`src/rtl/i2c_arec_pkg.sv`:
```
package i2c_arec_pkg;

    typedef enum logic [1:0] {
        ST_IDLE,
        ST_ADDR,
        ST_ACK,
        ST_HOLD
    } arec_state_e;

    localparam logic [7:0] CODE_NONE   = 8'hF8;
    localparam logic [7:0] CODE_OWN_WR = 8'h60;
    localparam logic [7:0] CODE_OWN_RD = 8'hA8;
    localparam logic [7:0] CODE_GCALL  = 8'h70;

endpackage

```
`src/rtl/i2c_arec_bus_cond.sv`:
```
module i2c_arec_bus_cond #(
    parameter int SYNC_STAGES = 2
) (
    input  logic clk,
    input  logic rst_n,
    input  logic scl_i,
    input  logic sda_i,
    output logic scl_s_o,
    output logic sda_s_o,
    output logic start_o,
    output logic stop_o,
    output logic rise_o,
    output logic fall_o
);

    localparam int LAST = SYNC_STAGES - 1;

    typedef struct packed {
        logic [SYNC_STAGES-1:0] scl;
        logic [SYNC_STAGES-1:0] sda;
        logic                   scl_prev;
        logic                   sda_prev;
    } cond_t;

    cond_t cond_d, cond_q;

    // synchroniser chain and one-cycle history of the sampled lines
    always_comb begin
        cond_d        = cond_q;
        cond_d.scl[0] = scl_i;
        cond_d.sda[0] = sda_i;
        for (int k = 1; k < SYNC_STAGES; k++) begin
            cond_d.scl[k] = cond_q.scl[k-1];
            cond_d.sda[k] = cond_q.sda[k-1];
        end
        cond_d.scl_prev = cond_q.scl[LAST];
        cond_d.sda_prev = cond_q.sda[LAST];
    end

    always_ff @(posedge clk or negedge rst_n) begin
        if (!rst_n) begin
            cond_q <= {$bits(cond_t){1'b1}};
        end else begin
            cond_q <= cond_d;
        end
    end

    assign scl_s_o = cond_q.scl[LAST];
    assign sda_s_o = cond_q.sda[LAST];
    assign start_o = cond_q.scl_prev & scl_s_o & cond_q.sda_prev & ~sda_s_o;
    assign stop_o  = cond_q.scl_prev & scl_s_o & ~cond_q.sda_prev & sda_s_o;
    assign rise_o  = ~cond_q.scl_prev & scl_s_o;
    assign fall_o  = cond_q.scl_prev & ~scl_s_o;

endmodule

```
`src/rtl/i2c_arec_match.sv`:
```
module i2c_arec_match
    import i2c_arec_pkg::*;
#(
    parameter int ADDR_W = 7
) (
    input  logic [ADDR_W:0]   rx_byte_i,
    input  logic [ADDR_W-1:0] own_addr_i,
    input  logic              gc_en_i,
    input  logic              ack_en_i,
    output logic              hit_o,
    output logic              hit_gc_o,
    output logic              dir_rd_o,
    output logic [7:0]        code_o
);

    logic [ADDR_W-1:0] addr_field;
    logic              rw_bit;
    logic              is_zero;
    logic              own_hit;
    logic              gc_hit;

    always_comb begin
        addr_field = rx_byte_i[ADDR_W:1];
        rw_bit     = rx_byte_i[0];
        is_zero    = (addr_field == '0);
        own_hit    = !is_zero && (addr_field == own_addr_i);
        gc_hit     = is_zero && gc_en_i && !rw_bit;
        hit_o      = ack_en_i && (own_hit || gc_hit);
        hit_gc_o   = gc_hit;
        dir_rd_o   = rw_bit;
        if (gc_hit) begin
            code_o = CODE_GCALL;
        end else if (rw_bit) begin
            code_o = CODE_OWN_RD;
        end else begin
            code_o = CODE_OWN_WR;
        end
    end

endmodule

```
`src/rtl/i2c_arec_fsm.sv`:
```
module i2c_arec_fsm
    import i2c_arec_pkg::*;
#(
    parameter int ADDR_W = 7
) (
    input  logic              clk,
    input  logic              rst_n,
    input  logic              start_i,
    input  logic              stop_i,
    input  logic              rise_i,
    input  logic              fall_i,
    input  logic              sda_s_i,
    input  logic              ack_en_i,
    input  logic              hit_i,
    input  logic              hit_gc_i,
    input  logic              hit_rd_i,
    input  logic [7:0]        hit_code_i,
    output logic [ADDR_W:0]   rx_byte_o,
    output logic              sda_pull_o,
    output logic              match_stb_o,
    output logic              dir_rd_o,
    output logic              gen_call_o,
    output logic [7:0]        status_o
);

    localparam int                CNT_W     = $clog2(ADDR_W + 2);
    localparam logic [CNT_W-1:0]  BITS_LAST = CNT_W'(ADDR_W + 1);

    typedef struct packed {
        arec_state_e        state;
        logic [ADDR_W:0]    shreg;
        logic [CNT_W-1:0]   cnt;
        logic               pull;
        logic               stb;
        logic               dir;
        logic               gc;
        logic [7:0]         code;
    } fsm_t;

    fsm_t fsm_d, fsm_q;

    always_comb begin
        fsm_d     = fsm_q;
        fsm_d.stb = 1'b0;
        if (start_i) begin
            fsm_d.state = ST_ADDR;
            fsm_d.shreg = '0;
            fsm_d.cnt   = '0;
            fsm_d.pull  = 1'b0;
            fsm_d.dir   = 1'b0;
            fsm_d.gc    = 1'b0;
            fsm_d.code  = CODE_NONE;
        end else if (stop_i) begin
            fsm_d.state = ST_IDLE;
            fsm_d.pull  = 1'b0;
        end else begin
            unique case (fsm_q.state)
                ST_ADDR: begin
                    if (rise_i && fsm_q.cnt != BITS_LAST) begin
                        fsm_d.shreg = {fsm_q.shreg[ADDR_W-1:0], sda_s_i};
                        fsm_d.cnt   = fsm_q.cnt + 1'b1;
                    end else if (fall_i && fsm_q.cnt == BITS_LAST) begin
                        if (hit_i) begin
                            fsm_d.state = ST_ACK;
                            fsm_d.pull  = 1'b1;
                            fsm_d.stb   = 1'b1;
                            fsm_d.dir   = hit_rd_i;
                            fsm_d.gc    = hit_gc_i;
                            fsm_d.code  = hit_code_i;
                        end else begin
                            fsm_d.state = ST_IDLE;
                        end
                    end
                end
                ST_ACK: begin
                    if (!ack_en_i) begin
                        fsm_d.pull  = 1'b0;
                        fsm_d.state = ST_IDLE;
                    end else if (fall_i) begin
                        fsm_d.pull  = 1'b0;
                        fsm_d.state = ST_HOLD;
                    end
                end
                default: ;
            endcase
        end
    end

    always_ff @(posedge clk or negedge rst_n) begin
        if (!rst_n) begin
            fsm_q <= '{state: ST_IDLE, shreg: '0, cnt: '0, pull: 1'b0,
                       stb: 1'b0, dir: 1'b0, gc: 1'b0, code: CODE_NONE};
        end else begin
            fsm_q <= fsm_d;
        end
    end

    assign rx_byte_o   = fsm_q.shreg;
    assign sda_pull_o  = fsm_q.pull;
    assign match_stb_o = fsm_q.stb;
    assign dir_rd_o    = fsm_q.dir;
    assign gen_call_o  = fsm_q.gc;
    assign status_o    = fsm_q.code;

endmodule

```
`src/rtl/i2c_addr_recognizer.sv`:
```
module i2c_addr_recognizer #(
    parameter int ADDR_W      = 7,
    parameter int SYNC_STAGES = 2
) (
    input  logic            clk,
    input  logic            rst_n,
    input  logic            scl_i,
    input  logic            sda_i,
    input  logic [ADDR_W:0] addr_cfg_i,
    input  logic            ack_en_i,
    output logic            sda_pull_o,
    output logic            match_stb_o,
    output logic            dir_rd_o,
    output logic            gen_call_o,
    output logic [7:0]      status_o
);

    logic            scl_s;
    logic            sda_s;
    logic            cond_start;
    logic            cond_stop;
    logic            cond_rise;
    logic            cond_fall;
    logic [ADDR_W:0] rx_byte;
    logic            hit;
    logic            hit_gc;
    logic            hit_rd;
    logic [7:0]      hit_code;

    i2c_arec_bus_cond #(.SYNC_STAGES(SYNC_STAGES)) cond_i (
        .clk     (clk),
        .rst_n   (rst_n),
        .scl_i   (scl_i),
        .sda_i   (sda_i),
        .scl_s_o (scl_s),
        .sda_s_o (sda_s),
        .start_o (cond_start),
        .stop_o  (cond_stop),
        .rise_o  (cond_rise),
        .fall_o  (cond_fall)
    );

    i2c_arec_match #(.ADDR_W(ADDR_W)) match_i (
        .rx_byte_i  (rx_byte),
        .own_addr_i (addr_cfg_i[ADDR_W:1]),
        .gc_en_i    (addr_cfg_i[0]),
        .ack_en_i   (ack_en_i),
        .hit_o      (hit),
        .hit_gc_o   (hit_gc),
        .dir_rd_o   (hit_rd),
        .code_o     (hit_code)
    );

    i2c_arec_fsm #(.ADDR_W(ADDR_W)) fsm_i (
        .clk         (clk),
        .rst_n       (rst_n),
        .start_i     (cond_start),
        .stop_i      (cond_stop),
        .rise_i      (cond_rise),
        .fall_i      (cond_fall),
        .sda_s_i     (sda_s),
        .ack_en_i    (ack_en_i),
        .hit_i       (hit),
        .hit_gc_i    (hit_gc),
        .hit_rd_i    (hit_rd),
        .hit_code_i  (hit_code),
        .rx_byte_o   (rx_byte),
        .sda_pull_o  (sda_pull_o),
        .match_stb_o (match_stb_o),
        .dir_rd_o    (dir_rd_o),
        .gen_call_o  (gen_call_o),
        .status_o    (status_o)
    );

endmodule

```
`config.mk`:
```
export PLATFORM = sky130hd
export DESIGN_NAME = i2c_addr_recognizer
export DESIGN_NICKNAME = d
export VERILOG_FILES = /design/src/rtl/i2c_arec_pkg.sv /design/src/rtl/i2c_arec_bus_cond.sv /design/src/rtl/i2c_arec_match.sv /design/src/rtl/i2c_arec_fsm.sv /design/src/rtl/i2c_addr_recognizer.sv
export SDC_FILE = /design/constraint.sdc
export NUM_CORES = 1
export LEC_CHECK = 0
export BUFFER_PORTS_ARGS = -buffer_cell sky130_fd_sc_hd__buf_2
export CORE_ASPECT_RATIO = 0.8
export CORE_MARGIN = 4
export CORE_UTILIZATION = 55
export DETAILED_ROUTE_END_ITERATION = 12
export GPL_ROUTABILITY_DRIVEN = 1
export HOLD_SLACK_MARGIN = 0.15
export PLACE_DENSITY = 0.79
export SYNTH_ARGS = -nofsm -noshare
export SYNTH_HDL_FRONTEND = slang
export SYNTH_SLANG_ARGS = --single-unit
```
`constraint.sdc`:
```
create_clock -name clk -period 3.5 [get_ports clk]
set_input_delay 0.35 -clock clk [delete_from_list [all_inputs] [get_ports clk]]
set_output_delay 0.35 -clock clk [all_outputs]
set_load 0.01 [all_outputs]
```
; After elaboration in Yosys (flattened, before gate mapping)
; Cells that the tools add are included.
[totals]
latchBits = 0
romBits = 0
register_bits = 32
output_inout_bits = 12
ram_bits = 0
elab_cells = 78
input_bits = 13
mem_count = 0
[op_classes]
n_eq_ne = 11
n_reduce_logical = 19
mux = 24
n_mul = 0
div_mod_pow = 0
n_addsub = 1
bitwise_logic = 11
n_shift = 0
n_lt_le_gt_ge = 0
[op_table]
columns = op, n
row1 = 12-bit 2-to-1 mux, 6
row2 = 11-bit 2-to-1 mux, 2
row3 = 8-bit 2-to-1 mux, 2
row4 = 15-bit 2-to-1 mux, 1
row5 = 2-bit 2-to-1 mux, 6
row6 = 10-bit 2-to-1 mux, 1
row7 = 5-bit AND reduction, 2
row8 = "4-bit by 3-bit != test with 1-bit output, second input constant", 2
row9 = "4-bit != test, second input constant", 2
row10 = 2-bit nonzero test, 4
row11 = 1-bit AND, 7
row12 = 7-bit equality test, 1
row13 = 7-bit logical NOT, 1
row14 = 1-bit logical AND, 6
row15 = "5-bit by 4-bit != test with 1-bit output, second input constant", 1
row16 = "4-bit by 1-bit adder with 4-bit output, second input constant", 1
row17 = "4-bit equality test, second input constant", 1
row18 = 1-bit 2-to-1 mux, 4
row19 = 1-bit NOT, 4
row20 = 2-bit one-hot mux with 2 select lines, 1
row21 = 4-bit AND reduction, 1
row22 = 4-bit nonzero test, 1
row23 = 3-bit AND reduction, 1
row24 = "2-bit by 1-bit equality test with 1-bit output, second input constant", 1
row25 = 6 further kinds, 7

; Depth between registers and ports, before layout
; Gate-level depths: netlist of run 1.
[depth]
depth_word = 11
mapped_depth = 8
mapped_depth_nobuf = 7

; By module
; From an unflattened synthesis of run 1, not the netlist that was laid out.
[unflattened]
cells_unflattened = 191
area_unflattened_um2 = 1848.0
[by_module_without_submodules]
columns = mod, seq_area_each_um2, cells_each, n_inst, area_per_inst_um2
row1 = i2c_arec_fsm, 656.9, 154, 1, 1465.2
row2 = i2c_arec_bus_cond, 157.7, 10, 1, 192.7
row3 = i2c_arec_match, 0.0, 27, 1, 190.2

; Worst setup path before layout of run 1
; No wires, ideal clock.
[synth_timing]
path_kind = register to register
start = register fsm_i.fsm_q[12] in the netlist's numbering
end = register fsm_i.fsm_q, in the netlist fsm_i.status_o[4]
setup_ps = 82
arrival_ps = 1740
required_time_ps = 3418
synth_period_minus_slack_ps = 1822
path_buffers = 0
stages_incl_launch_ff = 7
setup_slack_ps = 1678
path_cell_list = dfrtp_1 inv_1 ha_1 and3b_2 nand4_4 or4_4 a211o_1
[synth_between]
elab_chain_cells = 4
elab_cells_between_ends = 7
classes_between = eq/ne: 3 / reduce/logical: 4
[synth_lines]
columns = item, line_no
row1 = "start, declared", i2c_arec_fsm.sv:40  ; fsm_t fsm_d, fsm_q;
row2 = "start signal, assigned", i2c_arec_fsm.sv:91  ; fsm_q <= '{state: ST_IDLE, shreg: '0, cnt: '0, pull: 1'b0,
row3 = "start signal, assigned", i2c_arec_fsm.sv:94  ; fsm_q <= fsm_d;
row4 = 4-bit != test or 4-bit equality test (tied branches), "i2c_arec_fsm.sv:59, i2c_arec_fsm.sv:62"
row5 = 1-bit logical AND (on tied branches), "i2c_arec_fsm.sv:59, i2c_arec_fsm.sv:62"
row6 = 2-bit != test (no line) or 2-bit nonzero test (tied branches), --
row7 = 5-bit AND reduction (no line) (*), --
; Every way passes the cells marked *; elsewhere a longest branch is shown, timed or not.
; A chain may end at the register's enable or synchronous reset.

; Final worst setup path of run 1
[layout_timing]
start = register fsm_i.fsm_q[13] in the netlist's numbering
end = register fsm_i.fsm_q, in the netlist fsm_i.status_o[4]
; Same word-level chain as after synthesis.

==> run metrics, run 1 <==
WP data required=around 3.8 ns; GR met3 Demand/Resource=0.0510; Die H=53.3 µm; RR Startpoint=fsm_i.fsm_q[13]; Final Critical Period=1.96 ns; hold path cells=3; Ys Warns=0; Seq/Total Area, Yosys=0.507; Syn Area/Cell=9.84 µm²; most common cell after layout, fill and taps aside=nand2_1; global-route met2 utilization=0.283; initial antenna violation count=0; Hold Path Origin=ack_en_i; gr busiest metal=met2; worst path arrival time=around 2.2 ns; worst-case reg-to-reg path depth=6; first-pass iteration count of the detailed router=4; dpl ws=~1.6 ns; top_reg_cell synth=dfrtp_1; asr flop ratio synth=1.00; Synth Cell Area=approximately 0.0014 mm²; Syn Inst Count=143; Remaining DRCs=0; critical path peak fanout=4; Initial Util=0.576; Peak Freq=510 MHz; Worst path slowest cell=or4_4; GRT Total Usage=0.164; final number of setup-violating endpoints=0; Final Hold Viols=0; Yosys cell types=37; Final WS setup=1.54 ns; nets@finish=181; status=finished, final reports clean; Pwr Density=about 640 mW/mm²; LEAKAGE=0.711 nW; die width=64.6 µm; number of setup buffers added after CTS=0; reg2reg end=fsm_i.status_o[4]; Setup Skew=~0.0034 ns; MaxCap Viol Count=0; CTS max path bufs=2; met1 Resource Use GR=0.204; Via Count=1041; RSZ-0062 raised after global routing=false; number of flops mapped to enable cells by yosys=0; most frequent cells in the layout=nand2_1, buf_2, dfrtp_1, dfstp_2; Worst-Margin Slew=0.601 ns; FF+latch count, synth=28; Worst Hold End=fsm_i.fsm_q[25]; DP HPWL=1870 µm; vias per inst=5.23; max incr delay on CP=0.58 ns; CP Cell Sequence=inv_1 -> ha_1 -> and3b_2 -> nand4_4 -> or4_4 -> a211o_1; Worst setup EP type=flip-flop; vias in the first global route=~970; core area=0.00244 mm²; Final TNS setup=0 ns; first-pass GRT wire length=4260 µm; I/O Pins=25; share of post-route cells with drive strength above 1=0.264; die area=approximately 0.0034 mm²; fin. max-slew vios=0; Skew-Pair Late Insertion Delay=0.33 ns; grt ovf=0; period utilization=0.560; Final ANT Viol Nets=0; drt total wl=2590 µm; Iter 0 DRT Violations=62; CTS tree=done; Max IR drop VDD=445 µV; CTS H-Tree Depth=1; P&R area growth vs syn=12.4%; Antenna diodes=0; Clk pin slew, worst setup/hold paths=0.14 ns; row count=16; total CTS buffers=3; hold crit path type=in2reg; clock sinks=28; Root Buffer=clkbuf_4; Setup CP Type=reg2reg; PortBufs=21; Startpoint Class=flip-flop; FF-to-FF setup slack=approximately 1.5 ns; Max-Slew Margin vs Limit=0.598; routed len/inst=13.0 µm; largest net degree at the start of global routing=29; Final GP Congestion=0.848
routing by layer:
layer | routed length, µm | part of all wire | up-vias
met3 | 142 | 0.055 | 0
li1 | - | - | 514
met1 | 1180 | 0.46 | 504
met5 | 0 | 0 | -
met2 | 1270 | 0.49 | 23
met4 | 0 | 0 | 0
timing repair:
item | CTS | global route
gates resized for setup | 0 | 0
hold endpoints to repair | 20 | 0
hold buffers | 3 | 0
cells in the mapped netlist, drive strengths merged (3+ instances only):
cell type / n / area share
inv: 6 / 0.016
dfstp: 10 / 0.19
nor2: 9 / 0.024
o21ai: 9 / 0.032
a21oi: 5 / 0.018
nand2: 27 / 0.072
xnor2: 7 / 0.044
nand4: 4 / 0.028
buf: 11 / 0.052
nand2b: 3 / 0.013
ha: 4 / 0.036
dfrtp: 18 / 0.32
layout make-up:
cell class	count	area, µm²
fillers	210	861
flip-flops and latches	28	713
multi-input cells	100	606
repair buffers	25	143
well taps	36	45.0
clock inverters	1	30.0
clock buffers	3	22.5
inverters	6	22.5
worst max-delay path: cells and delay by family, from the launching register on:
| family | cells | cell delay, ns |
|---|---|---|
| DFF | 1 | 0.43 |
| adders and majority gates | 1 | 0.13 |
| buffers and inverters | 1 | 0.09 |
| AOI/OAI and AO/OA | 1 | 0.32 |
| and+or+nand+nor | 3 | 0.93 |
power breakdown:
part	internal, W	leakage, nW	switching [W]
clock network	0.000116	0.0279	0.0000938
registers	0.000397	0.348	0.0000711
logic	0.000147	0.336	0.000185
worst max-delay path by stage:
stage	start	to	depth (start not counted)
2_1_floorplan	fsm_i.fsm_q[12]	fsm_i.status_o[4]	6
3_3_place_gp	fsm_i.fsm_q[12]	fsm_i.status_o[4]	6
3_5_place_dp	fsm_i.fsm_q[13]	fsm_i.status_o[4]	6
4_1_cts	fsm_i.fsm_q[13]	fsm_i.status_o[4]	6
5_1_grt	fsm_i.fsm_q[13]	fsm_i.dir_rd_o	7
6_report	fsm_i.fsm_q[13]	fsm_i.status_o[4]	6
state kept, by name, summed over array words and instances (netlist names):
register           cells
cond_i.cond_d          2
cond_i.cond_q          2
cond_i.scl_s_o         1
cond_i.sda_s_o         1
fsm_i.dir_rd_o         1
fsm_i.fsm_q            6
fsm_i.gen_call_o       1
fsm_i.match_stb_o      1
fsm_i.rx_byte_o        8
fsm_i.sda_pull_o       1
fsm_i.status_o         4
logic make-up after synthesis:
group	count (synthesis)	synth area share
AO/OA/AOI/OAI	26	0.119
AND/OR/NAND/NOR	57	0.204
flip-flops	28	0.507
other	1	0.00266
multiplexers	1	0.00800
XOR/XNOR	9	0.0560
adder cells (fa/ha/maj)	4	0.0356
buffers and inverters	17	0.0684
through the flow:
stage                     std cells  utilization  cell area [µm²]  power, W  hold slack, ns
after floorplan                 145            -             1420  0.000716          0.0544
after global placement          192        0.614             1500  0.000778           0.346
after detailed placement        192        0.614             1500  0.000799           0.347
after CTS                       199        0.648             1580   0.00101           0.323
after global routing            199        0.648             1580   0.00108           0.335
final                           199        0.648             1580   0.00101           0.328
(Power assumes the default switching activity.)
==> run 2: changes to the inputs <==
--- a/config.mk
+++ b/config.mk
@@ -8,11 +8,11 @@
 export BUFFER_PORTS_ARGS = -buffer_cell sky130_fd_sc_hd__buf_2
 export CORE_ASPECT_RATIO = 0.8
 export CORE_MARGIN = 4
-export CORE_UTILIZATION = 55
+export CORE_UTILIZATION = 54
 export DETAILED_ROUTE_END_ITERATION = 12
 export GPL_ROUTABILITY_DRIVEN = 1
 export HOLD_SLACK_MARGIN = 0.15
-export PLACE_DENSITY = 0.79
+export PLACE_DENSITY = 0.77
 export SYNTH_ARGS = -nofsm -noshare
 export SYNTH_HDL_FRONTEND = slang
 export SYNTH_SLANG_ARGS = --single-unit
==> constraint.sdc (replaced) <==
create_clock -name clk -period 2 [get_ports clk]
set_input_delay 0.2 -clock clk [delete_from_list [all_inputs] [get_ports clk]]
set_output_delay 0.2 -clock clk [all_outputs]
set_load 0.01 [all_outputs]
==> run metrics, run 2 (synthesis gave the netlist of run 1 again) <==
status=finished, final reports clean (unchanged); critical path peak fanout=4 (unchanged); routed len/inst=12.6 µm (was 13.0 µm); Peak Freq=526 MHz (was 510 MHz); Via Count=1072 (was 1041); P&R area growth vs syn=15.5% (was 12.4%); first-pass GRT wire length=4260 µm (about the same); Worst-Margin Slew=0.577 ns (was 0.601 ns); Final TNS setup=0 ns (unchanged); period utilization=0.950 (was 0.560); most common cell after layout, fill and taps aside=nand2_1 (unchanged); die area=0.00349 mm² (was 0.00344 mm²); Remaining DRCs=0 (unchanged); MaxCap Viol Count=0 (unchanged); Root Buffer=clkbuf_4 (unchanged); # placed instances=194 (was 192); Pwr Density=1120 mW/mm² (was 638 mW/mm²); Worst setup EP type=flip-flop (unchanged); row count=16 (unchanged); Startpoint Class=flip-flop (unchanged); core area=0.00246 mm² (was 0.00244 mm²); grt ovf=0 (unchanged); Sw Ratio=0.345 (was 0.347); clock share of power=0.204 (was 0.208); global-route met2 utilization=0.289 (was 0.283); Setup CP Type=reg2reg (unchanged); Antenna diodes=0 (unchanged); CTS H-Tree Depth=1 (unchanged); WP data required=2.28 ns (was 3.77 ns); LEAKAGE=0.738 nW (was 0.711 nW); met1 Resource Use GR=0.197 (was 0.204); part of the power in registers=0.448 (was 0.464); RSZ-0062 raised after global routing=false (unchanged); largest net degree at the start of global routing=29 (unchanged); initial antenna violation count=0 (unchanged); CTS tree=done (unchanged); Final ANT Viol Nets=0 (unchanged); share of post-route cells with drive strength above 1=0.292 (was 0.264); PortBufs=21 (unchanged); total CTS buffers=3 (unchanged); Logic pwr share=0.348 (was 0.329); Die H=53.7 µm (was 53.3 µm); Clk pin slew, worst setup/hold paths=0.15 ns (was 0.14 ns); gr busiest metal=met2 (unchanged); final number of setup-violating endpoints=0 (unchanged); most frequent cells in the layout=nand2_1, buf_2, dfrtp_1, dfstp_2 (unchanged); Final GP Congestion=0.879 (was 0.848); fin. max-slew vios=0 (unchanged); DP HPWL=1980 µm (was 1870 µm); hold crit path type=in2reg (unchanged); Initial Util=0.572 (was 0.576); Skew-Pair Late Insertion Delay=0.33 ns (about the same); GR met3 Demand/Resource=0.0438 (was 0.0510); Final Critical Period=1.90 ns (was 1.96 ns); CTS max path bufs=2 (unchanged); nets@finish=186 (was 181); Max-Slew Margin vs Limit=0.615 (was 0.598); die width=65.1 µm (was 64.6 µm); switching power=0.000624 W (was 0.000350 W); area post-placement=0.00151 mm² (was 0.00150 mm²); drt total wl=2560 µm (was 2590 µm); Setup Skew=0.00155 ns (was 0.00336 ns); Cell Int Power=0.00119 W (was 0.000659 W); worst path arrival time=2.18 ns (was 2.23 ns); GRT Total Usage=0.162 (was 0.164); max FFs per register=8 (unchanged); Iter 0 DRT Violations=36 (was 62); Max IR drop VDD=721 µV (was 445 µV); non-filler instance count after layout=204 (was 199); clock sinks=28 (unchanged); first-pass iteration count of the detailed router=4 (unchanged); vias in the first global route=1016 (was 969); Final Hold Viols=0 (unchanged); I/O Pins=25 (unchanged); fin area=0.00163 mm² (was 0.00158 mm²); WHS=0.212 ns (was 0.328 ns); vias per inst=5.25 (was 5.23)
run 2: cell count changes in the layout (fill, tap and decap cells not counted), sizes merged:
cell  previous run  this run
buf             22        27
run 2: worst paths after layout:
kind | from | end | slack [ns] | cells after the start
max in group asynchronous | rst_n | cond_i.cond_d[5] | 1.25 | 2
hold reg to reg | cond_i.cond_d[3] | cond_i.sda_s_o | 0.37 | 0
min in group asynchronous | rst_n | fsm_i.sda_pull_o | 0.37 | 2
setup / recovery | fsm_i.fsm_q[13] | fsm_i.status_o[4] | 0.10 | 6
setup reg to reg | fsm_i.fsm_q[13] | fsm_i.status_o[4] | 0.10 | 6
hold / removal | ack_en_i | fsm_i.fsm_q[25] | 0.21 | 3
run 2: routing by layer:
| layer | up-vias | share of wire |
|---|---|---|
| met5 | - | 0 |
| met4 | 0 | 0.0047 |
| met3 | 2 | 0.052 |
| met2 | 24 | 0.50 |
| met1 | 519 | 0.45 |
| li1 | 527 | - |
run 2: layout make-up:
class,count,area (µm²)
Clock buffer,3,22.5
Inverter,6,22.5
Timing Repair Buffer,30,180
Clock inverter,1,30.0
Sequential cell,28,713
Fill cell,204,837
Multi-Input combinational cell,100,612
Tap cell,36,45.0
run 2: power groups by stage:
stage	registers, W	clock network, W	logic, W
floorplan	0.000797	0	0.000456
CTS	0.000815	0.000379	0.000592
finish	0.000812	0.000371	0.000630
detailed placement	0.000826	0	0.000582
global route	0.000828	0.000404	0.000710
global placement	0.000816	0	0.000555
run 2: repair_timing:
item	4_1_cts	5_1_grt
endpoints found under the hold margin	20	0
setup endpoints to repair	0	2
gates resized for setup	0	1
setup buffers	0	3
hold buffers	3	0
run 2: metrics by stage:
step,setup WS [ns],power (W),utilization
floorplan,0.178,0.00125,-
global route,0.0129,0.00194,0.660
finish,0.100,0.00181,0.660
CTS,0.0374,0.00179,0.648
detailed placement,0.0692,0.00141,0.615
global placement,0.140,0.00137,0.615
run 2: critical path: stages (launching register included):
cell     delay, ns
dfrtp_1       0.42
inv_1         0.09
ha_1          0.14
and3b_2       0.23
nand4_4       0.12
or4_4         0.55
a211o_1       0.28
==> run 3: changes to the inputs <==
--- a/config.mk
+++ b/config.mk
@@ -12,6 +12,7 @@
 export DETAILED_ROUTE_END_ITERATION = 12
 export GPL_ROUTABILITY_DRIVEN = 1
 export HOLD_SLACK_MARGIN = 0.15
+export MAX_ROUTING_LAYER = met4
 export PLACE_DENSITY = 0.77
 export SYNTH_ARGS = -nofsm -noshare
 export SYNTH_HDL_FRONTEND = slang
==> run metrics, run 3 (synthesis gave the netlist of run 1 again) <==
Peak Freq=526 MHz (about the same); total CTS buffers=3 (unchanged); hold crit path type=in2reg (unchanged); period utilization=0.951 (was 0.950); # placed instances=194 (unchanged); most common cell after layout, fill and taps aside=nand2_1 (unchanged); Multi-input gate area=612 µm² (unchanged); Iter 0 DRT Violations=36 (unchanged); Final Critical Period=1.90 ns (about the same); Final ANT Viol Nets=0 (unchanged); Final Hold Viols=0 (unchanged); final number of setup-violating endpoints=0 (unchanged); LEAKAGE=0.738 nW (unchanged); nets@finish=186 (unchanged); first-pass iteration count of the detailed router=4 (unchanged); Max-Slew Margin vs Limit=0.616 (was 0.615); Skew-Pair Late Insertion Delay=0.33 ns (about the same); MaxCap Viol Count=0 (unchanged); Final TNS setup=0 ns (unchanged); die width=65.1 µm (unchanged); P&R area growth vs syn=15.5% (unchanged); most frequent cells in the layout=nand2_1, buf_2, dfrtp_1, dfstp_2 (unchanged); row count=16 (unchanged); Initial Util=0.572 (unchanged); fillcell total=204 (unchanged); Max IR drop VDD=721 µV (about the same); clock sinks=28 (unchanged); Setup CP Type=reg2reg (unchanged); first-pass GRT wire length=4270 µm (was 4260 µm); Pwr Density=1110 mW/mm² (was 1120 mW/mm²); max FFs per register=8 (unchanged); PortBufs=21 (unchanged); fin area=0.00163 mm² (unchanged); critical path peak fanout=4 (unchanged); Worst path slowest cell=or4_4 (unchanged); Storage cell area=713 µm² (unchanged); grt ovf=0 (unchanged); DP HPWL=1980 µm (unchanged); vias in the first global route=1012 (was 1016); FF-to-FF setup slack=0.1 ns (was 0.10 ns); Startpoint Class=flip-flop (unchanged); I/O Pins=25 (unchanged); status=finished, final reports clean (unchanged); Final WS setup=0.0977 ns (was 0.100 ns); Root Buffer=clkbuf_4 (unchanged); dpl ws=0.0692 ns (unchanged); CTS max path bufs=2 (unchanged); Worst-Margin Slew=0.576 ns (was 0.577 ns); Antenna diodes=0 (unchanged); largest net degree at the start of global routing=29 (unchanged); fin. max-slew vios=0 (unchanged); max incr delay on CP=0.55 ns (about the same); Final GP Congestion=0.894 (was 0.879); Setup Skew=0.00238 ns (was 0.00155 ns); initial antenna violation count=0 (unchanged); routed len/inst=12.5 µm (was 12.6 µm); WHS=0.215 ns (was 0.212 ns); Remaining DRCs=0 (unchanged); die area=0.00349 mm² (unchanged); vias per inst=5.26 (was 5.25); Die H=53.7 µm (unchanged); area post-placement=0.00151 mm² (unchanged); core area=0.00246 mm² (unchanged); worst path arrival time=2.18 ns (about the same); Worst setup EP type=flip-flop (unchanged); RSZ-0062 raised after global routing=false (unchanged); drt total wl=2560 µm (about the same); Via Count=1073 (was 1072); share of post-route cells with drive strength above 1=0.292 (unchanged); CTS tree=done (unchanged); GRT Total Usage=0.167 (was 0.162); WP data required=2.28 ns (about the same); CTS H-Tree Depth=1 (unchanged); CP Cell Sequence=inv_1 -> ha_1 -> and3b_2 -> nand4_4 -> or4_4 -> a211o_1 (unchanged); non-filler instance count after layout=204 (unchanged); Clk pin slew, worst setup/hold paths=0.15 ns (about the same)
[run 3: cell counts in the layout (fill, tap and decap cells not counted)]
No cell type changed its count.
[run 3: report_power, final]
group	total, W	switching [W]	internal [W]	leakage [nW]
clock	0.000368	0.000166	0.000203	0.0279
sequential	0.000812	0.000117	0.000694	0.348
combinational	0.000630	0.000339	0.000291	0.362
[run 3: layout make-up]
cell class,count,share of cell area
Multi-Input combinational cell,100,0.376
Clock inverter,1,0.0185
Tap cell,36,0.0277
Timing Repair Buffer,30,0.111
Sequential cell,28,0.439
Inverter,6,0.0139
Clock buffer,3,0.0139
[run 3: worst max-delay path: cells and delay by family (launching register included)]
kind / cells / cell delay, ns
AO/OA/AOI/OAI: 1 / 0.28
flip-flops: 1 / 0.42
adder cells (fa/ha/maj): 1 / 0.14
buffers and inverters: 1 / 0.09
AND/OR/NAND/NOR: 3 / 0.91
[run 3: timing repair]
action	4_1_cts	5_1_grt
endpoints found under the hold margin	20	0
hold buffers	3	0
buffers inserted	0	3
gates resized for setup	0	1
setup endpoints to repair	0	2
[run 3: final timing paths]
| kind | cells after the start | startpoint | endpoint |
|---|---|---|---|
| setup reg to reg | 6 | fsm_i.fsm_q[13] | fsm_i.status_o[4] |
| hold reg to reg | 0 | cond_i.cond_d[3] | cond_i.sda_s_o |
| setup / recovery | 6 | fsm_i.fsm_q[13] | fsm_i.status_o[4] |
| hold / removal | 3 | ack_en_i | fsm_i.fsm_q[25] |
| max in group asynchronous | 2 | rst_n | cond_i.cond_d[5] |
| min in group asynchronous | 2 | rst_n | fsm_i.sda_pull_o |
[run 3: per-stage QoR]
step | util | total power (W)
after floorplan | - | 0.00125
after global placement | 0.615 | 0.00137
after detailed placement | 0.615 | 0.00141
after CTS | 0.648 | 0.00179
after global routing | 0.660 | 0.00194
final | 0.660 | 0.00181
[run 3: metal layers]
metal / GRT usage / wire length [µm] / vias up / part of all wire
li1: - / - / 528 / -
met1: 0.197 / 1150 / 517 / 0.45
met2: 0.289 / 1270 / 26 / 0.50
met3: 0.0438 / 128 / 2 / 0.050
met4: 0.0448 / 9 / 0 / 0.0035
met5: - / 0 / - / 0
